<file path="src/rtl/setcmp_pkg.sv">
package setcmp_pkg;

  typedef enum logic [2:0] {
    SC_LT   = 3'd0,
    SC_GE   = 3'd1,
    SC_EQ   = 3'd2,
    SC_NE   = 3'd3,
    SC_TST  = 3'd4,
    SC_NTST = 3'd5
  } sc_op_e;

  // True for the extended-opcode codes that name an operation.
  function automatic logic op_known(input logic [2:0] code);
    return (code <= 3'd5);
  endfunction

  // Map the shared comparison flags to the selected boolean.
  function automatic logic pick_result(input logic [2:0] code,
                                       input logic lt,
                                       input logic eq,
                                       input logic any_common);
    logic r;
    case (code)
      SC_LT:   r = lt;
      SC_GE:   r = ~lt;
      SC_EQ:   r = eq;
      SC_NE:   r = ~eq;
      SC_TST:  r = any_common;
      SC_NTST: r = ~any_common;
      default: r = 1'b0;
    endcase
    return r;
  endfunction

endpackage

</file>
<file path="src/rtl/setcmp_operand.sv">
module setcmp_operand #(
  parameter int DATA_W = 64,
  parameter int IMM_W  = 12
) (
  input  logic              use_imm,
  input  logic [DATA_W-1:0] reg_val,
  input  logic [IMM_W-1:0]  imm_val,
  output logic [DATA_W-1:0] rhs
);
  localparam int EXT_W = DATA_W - IMM_W;

  logic [DATA_W-1:0] imm_ext;

  assign imm_ext = {{EXT_W{imm_val[IMM_W-1]}}, imm_val};
  assign rhs     = use_imm ? imm_ext : reg_val;
endmodule

</file>
<file path="src/rtl/setcmp_magcmp.sv">
module setcmp_magcmp #(
  parameter int DATA_W = 64,
  parameter int LANE_W = 16
) (
  input  logic              signed_mode,
  input  logic [DATA_W-1:0] lhs,
  input  logic [DATA_W-1:0] rhs,
  output logic              lt,
  output logic              eq
);
  localparam int NLANE = DATA_W / LANE_W;

  logic [DATA_W-1:0] lhs_b;
  logic [DATA_W-1:0] rhs_b;
  logic [NLANE-1:0]  lane_lt;
  logic [NLANE-1:0]  lane_eq;

  // Inverting the sign bit turns a signed order into an unsigned one.
  assign lhs_b = {lhs[DATA_W-1] ^ signed_mode, lhs[DATA_W-2:0]};
  assign rhs_b = {rhs[DATA_W-1] ^ signed_mode, rhs[DATA_W-2:0]};

  genvar g;
  generate
    for (g = 0; g < NLANE; g++) begin : g_lane
      logic [LANE_W-1:0] la;
      logic [LANE_W-1:0] lb;
      assign la         = lhs_b[g*LANE_W +: LANE_W];
      assign lb         = rhs_b[g*LANE_W +: LANE_W];
      assign lane_lt[g] = (la < lb);
      assign lane_eq[g] = (la == lb);
    end
  endgenerate

  // Combine the lanes, most significant first.
  always_comb begin
    logic lt_acc;
    logic eq_acc;
    lt_acc = 1'b0;
    eq_acc = 1'b1;
    for (int i = NLANE - 1; i >= 0; i--) begin
      lt_acc = lt_acc | (eq_acc & lane_lt[i]);
      eq_acc = eq_acc & lane_eq[i];
    end
    lt = lt_acc;
    eq = eq_acc;
  end
endmodule

</file>
<file path="src/rtl/setcmp_bittest.sv">
module setcmp_bittest #(
  parameter int DATA_W = 64
) (
  input  logic [DATA_W-1:0] lhs,
  input  logic [DATA_W-1:0] rhs,
  output logic              any_common
);
  assign any_common = |(lhs & rhs);
endmodule

</file>
<file path="src/rtl/setcmp_unit.sv">
module setcmp_unit #(
  parameter int DATA_W = 64,
  parameter int IMM_W  = 12,
  parameter int LANE_W = 16
) (
  input  logic              clk,
  input  logic              rst,
  input  logic              in_valid,
  input  logic [2:0]        ext_op,
  input  logic              is_unsigned,
  input  logic              use_imm,
  input  logic [DATA_W-1:0] src_a,
  input  logic [DATA_W-1:0] src_b,
  input  logic [IMM_W-1:0]  imm12,
  output logic              out_valid,
  output logic [DATA_W-1:0] out_result
);
  import setcmp_pkg::*;

  localparam int PAD_W = DATA_W - 1;

  logic [DATA_W-1:0] rhs_sel;
  logic              cmp_lt;
  logic              cmp_eq;
  logic              cmp_any;
  logic              op_legal;
  logic              bit_next;

  setcmp_operand #(.DATA_W(DATA_W), .IMM_W(IMM_W)) u_operand (
    .use_imm (use_imm),
    .reg_val (src_b),
    .imm_val (imm12),
    .rhs     (rhs_sel)
  );

  setcmp_magcmp #(.DATA_W(DATA_W), .LANE_W(LANE_W)) u_magcmp (
    .signed_mode (~is_unsigned),
    .lhs         (src_a),
    .rhs         (rhs_sel),
    .lt          (cmp_lt),
    .eq          (cmp_eq)
  );

  setcmp_bittest #(.DATA_W(DATA_W)) u_bittest (
    .lhs        (src_a),
    .rhs        (rhs_sel),
    .any_common (cmp_any)
  );

  assign op_legal = op_known(ext_op);
  assign bit_next = pick_result(ext_op, cmp_lt, cmp_eq, cmp_any);

  always_ff @(posedge clk) begin
    if (rst) begin
      out_valid  <= 1'b0;
      out_result <= '0;
    end else begin
      out_valid <= in_valid;
      if (in_valid) out_result <= {{PAD_W{1'b0}}, bit_next};
    end
  end
endmodule

</file>
<file path="config.mk">
export PLATFORM = sky130hd
export DESIGN_NAME = setcmp_unit
export DESIGN_NICKNAME = d
export VERILOG_FILES = /design/src/rtl/setcmp_pkg.sv /design/src/rtl/setcmp_operand.sv /design/src/rtl/setcmp_magcmp.sv /design/src/rtl/setcmp_bittest.sv /design/src/rtl/setcmp_unit.sv
export SDC_FILE = /design/constraint.sdc
export NUM_CORES = 1
export LEC_CHECK = 0
export ABC_AREA = 0
export BUFFER_PORTS_ARGS = -buffer_cell sky130_fd_sc_hd__buf_2
export CAP_MARGIN = 0
export CORE_MARGIN = 2
export CORE_UTILIZATION = 46
export CTS_CLUSTER_DIAMETER = 80
export DETAILED_ROUTE_END_ITERATION = 8
export PLACE_DENSITY = 0.84
export SLEW_MARGIN = 20
export SYNTH_ARGS = -nofsm -noshare
export SYNTH_HDL_FRONTEND = slang
export SYNTH_SLANG_ARGS = --single-unit
</file>
<file path="constraint.sdc">
create_clock -name clk -period 4.9 [get_ports clk]
set_clock_uncertainty 0.15 [all_clocks]
set_input_delay 0.98 -clock clk [delete_from_list [all_inputs] [get_ports clk]]
set_output_delay 0.98 -clock clk [all_outputs]
set_load 0.02 [all_outputs]
</file>
# After elaboration in Yosys (flattened, before gate mapping)
# Index checks and enable logic that the tools add are counted.
# op_classes
order_cmp	4
n_eq_ne	9
muxes	2
n_bitwise	16
reduce_logical	2
# ops
operator	count
$and A64 B64 Y64	1
$eq A16 B16 Y1	4
$lt A16 B16 Y1	4
$mux W64	1
$reduce_or A64 Y1	1
$and A1 B1 Y1	6
$eq A3 B2 Y1 const B	2
$eq A3 B3 Y1 const B	2
$pmux W1 S6	1
$not A1 Y1	4
$eq A3 B1 Y1 const B	1
$logic_not A3 Y1	1
$or A1 B1 Y1	3
$xor A1 B1 Y1	2
# word_totals
reg_bits	2
inputBits	148
output_inout_bits	65
elab_cells	35

# Depth between registers and ports, before layout
# depth
depth_word	9
depth_mapped	14
ltp_nobuf	11

# Modules after synthesis
# From an unflattened synthesis, not the netlist that was laid out.
# hier_totals
hier_cells	414
hier_area_um2	3721.1
# by_module_without_submodules
module	n_inst	cells_per_inst	area_each_um2	seq_area_each_um2
setcmp_magcmp	1	222	1665.3	0.0
setcmp_operand	1	76	1102.3	0.0
setcmp_unit	1	79	590.6	40.0
setcmp_bittest	1	37	362.8	0.0

# Worst setup path after synthesis
# No wires, ideal clock.
# synth_timing
path_kind	in2reg
from	in use_imm
to	reg out_result[0]
setup_time_ns	0.116
arrival_ns	3.446
path_slack_ns	1.188
stages	13
path_cell_list	clkbuf_1 > and2_1 > clkbuf_1 > clkbuf_1 > a21oi_1 > ha_1 > nor2b_1 > o211ai_1 > a21o_1 > a211o_1 > a22o_1 > or3_1 > a31o_1
# synth_between
elab_chain_len	9
elab_cells_between_ends	25
cone_classes	4 x order compare; 4 x eq/ne; 2 x mux; 14 x bitwise; 1 x reduce/logical
# synth_rtl
item	line	text
start: declaration	setcmp_unit.sv:11	input logic use_imm,
$mux W64 *	setcmp_operand.sv:15	assign rhs = use_imm ? imm_ext : reg_val;
branches (longest 7 deep; another with $lt A16 B16 Y1)	-	
$pmux W1 S6 *	setcmp_pkg.sv:23	case (code)
end signal: assignment	setcmp_unit.sv:59	if (in_valid) out_result <= {{PAD_W{1'b0}}, bit_next};
end: declaration	setcmp_unit.sv:16	output logic [DATA_W-1:0] out_result
# Every way passes the cells marked *.
# A chain may end at the register's enable or synchronous reset.

# Worst setup path in the final report
# Same ends and word-level chain as after synthesis.

==> metrics.md <==
| Metric | Value |
|---|---|
| Endpoints failing setup | `0` |
| Clock-pin slew on the worst setup and hold paths | `roughly 0.030 ns` |
| CTS Buf Count | `3` |
| CTS tree | `yes` |
| #FFs+latches synth | `2` |
| DP Wirelength | `about 9000 µm` |
| Postcts setup bufs | `0` |
| Largest net degree at the start of global routing | `40` |
| Netlist cell types | `46` |
| Post-synth design cell area | `around 3600 µm²` |
| CP endpoint kind | `flip-flop` |
| Final Hold Vio Count | `0` |
| Total grt overflow | `0` |
| Slew margin rel. | `roughly half` |
| Syn avg cell area | `approximately 7.7 µm²` |
| Slew Viols, Final | `0` |
| Syn Inst Count | `472` |
| Drt drc | `0` |
| Starting density of the core | `a little under half` |
| Cell area after placement | `4240 µm²` |
| Detail Route Antenna Nets | `0` |
| Global route hottest layer | `met2` |
| Global-route wire length before repair | `around 15000 µm` |
| Final Critical Period | `around 4.5 ns` |
| Fmax | `223 MHz` |
| Worst hold path type | `flip-flop to flip-flop` |
| Initial DRC Count | `80` |
| Max-cap violations | `0` |
| Gp weighted congestion | `approximately 0.89` |
| CP Class | `input port to flip-flop` |
| Type of origin of the critical path | `input port` |
| Die Span Y | `between 90 and 100 µm` |
| Die X | `between 90 and 100 µm` |
| Met1 Track Usage GR | `between 20% and 30%` |
| Worst skew pair latency | `between 0.2 and 0.25 ns` |
| Critical path fanouts, max | `38` |
| Layout net count | `approximately 890` |
| CTS resizes | `0` |
| I/O Buffers | `about 150` |
| Met3 Use GR | `around 4.7%` |
| Clock sinks | `2` |
| WP data required | `4.85 ns` |
| Vias | `between 3000 and 4000` |
| H-tree depth | `1` |
| Sequential cell area fraction in the yosys report | `under 10%` |
| Clk buf depth | `2` |
| Number of enable flip-flop cells after synthesis | `0` |
| Pwr dens | `106 nW/µm²` |
| DR vias/cell | `roughly 5.1` |
| Lkg Pwr | `roughly 2.6 nW` |
| Share of cells above drive strength 1 | `roughly a quarter` |
| Worst EP arrival | `between 4 and 5 ns` |
| Outcome | `finished, final reports clean` |
| Setup TNS | `0 ns` |
| Initial antenna violation count | `1` |
| Global Route met2 Usage | `between 30% and 40%` |
| Ys flop type | `dfxtp_1` |
| Die ar. | `about 8600 µm²` |
| Clock root buffer | `clkbuf_8` |
| Hold Slack | `roughly 0.56 ns` |
| Period utilisation layout | `around nine tenths` |
| Final WL | `between 10000 and 15000 µm` |
| First drt pass iteration count | `4` |
| Hold_buf cts | `0` |
| Ant diodes | `0` |
| I/O Pins | `~210` |
| Row count | `32` |
| Max VDD drop | `about 0.05 mV` |
| Vias in the first global route | `about 3500` |
| Design area | `around 4300 µm²` |
| Slew @ Worst Pin | `approximately 0.76 ns` |
| Synth-to-layout area growth | `18.1%` |
| WL/cell | `about 14 µm` |
| Yosys warning total | `0` |
| Post-synth ARST share | `0%` |
| Core region area | `approximately 7700 µm²` |
| RSZ-0062 raised after global routing | `no` |
| Total global-route track usage | `about 22%` |
-- synth_stat cells, types with 2 or more instances --
cell      instances  area share (%)
a21oi_1          70             9.7
clkbuf_1         12             1.2
a21o_1            7             1.4
nor4_1           16             2.8
inv_1            63             6.5
nor2b_1           7             1.2
nand2b_1          2            0.35
o211ai_1          3            0.62
and2_1            2            0.35
dfxtp_1           2             1.1
and3_1            3            0.52
o21ai_1           2            0.28
buf_4            63              13
o21ai_0           6            0.83
xnor2_1           2            0.48
nand4_1          19             3.3
a211o_1           2            0.48
nor2_1           11             1.1
mux2i_1          12             3.3
o21a_1            2            0.41
nand3_1           4            0.55
nor3_1            3            0.41
ha_1            127              44
nand2_1           9            0.93
nor3b_1           2            0.41
-- area by class of cell --
cell class	instances	area, µm²
Clock buffer	3	41.3
Timing Repair Buffer	151	773
Fill cell	753	3410
Sequential cell	2	40.0
Multi-Input combinational cell	392	3060
Tap cell	102	128
Inverter	64	240
-- sequential cells by signal, summed over array words and instances, names as in the netlist --
signal / count
out_result: 1
out_valid: 1
-- critical path, stage by stage --
cell	delay, ns
buf_2	0.33
clkinv_1	0.50
buf_12	0.35
a21oi_1	0.23
ha_1	0.18
nand4_1	0.13
nor4_1	0.69
and3_1	0.33
nand4_1	0.16
mux2i_1	0.20
a41oi_1	0.14
a31o_1	0.19
-- cell usage in the layout (no fill, tap or decap), drive strengths merged, types with 2 or more instances in the layout --
cell type / n
a2111oi: 2
a211o: 2
a21o: 8
a21oi: 70
and2: 2
and3: 3
buf: 151
clkbuf: 3
conb: 63
dfxtp: 2
ha: 127
inv: 63
mux2i: 12
nand2: 9
nand2b: 3
nand3: 4
nand4: 19
nor2: 11
nor2b: 7
nor3: 3
nor3b: 2
nor4: 16
o211ai: 3
o21a: 2
o21ai: 8
xnor2: 2
-- power breakdown --
| part | internal (mW) | switching, mW |
|---|---|---|
| Sequential | 0.0176 | 0.000425 |
| Combinational | 0.150 | 0.219 |
| Clock | 0.0521 | 0.0153 |
-- per-layer routing --
layer / vias to the layer above / part of all wire (%)
li1: 1794 / -
met3: 17 / 8.0
met1: 1649 / 42
met2: 148 / 48
met4: 2 / 1.8
met5: - / 0.11
-- through the flow --
stage                     power (mW)  util [%]  cells  setup WS (ns)
after floorplan                0.290         -    534           1.19
after CTS                      0.455      55.7    714          0.535
after detailed placement       0.384      55.1    711          0.308
final                          0.455      55.7    714          0.416
after global placement         0.370      55.1    711          0.520
after global routing           0.508      55.7    714          0.268
-- worst paths after layout --
path	start	end	cells after the start	slack, ns
setup reg to reg	out_result[0]$_SDFFE_PP0P_	out_result[0]$_SDFFE_PP0P_	3	3.92
setup / recovery	use_imm	out_result[0]$_SDFFE_PP0P_	12	0.42
hold reg to reg	out_result[0]$_SDFFE_PP0P_	out_result[0]$_SDFFE_PP0P_	3	0.56
hold / removal	out_result[0]$_SDFFE_PP0P_	out_result[0]$_SDFFE_PP0P_	3	0.56
-- cells by family after synthesis --
family,after synthesis,synth area share (%)
other,1,0.103
XOR/XNOR,2,0.483
buffers and inverters,140,21.0
flip-flops,2,1.10
AND/OR/NAND/NOR,84,13.4
adder cells (fa/ha/maj),127,43.8
AO/OA/AOI/OAI,103,16.4
multiplexers,13,3.62
Power figures use the tool's default switching activity.
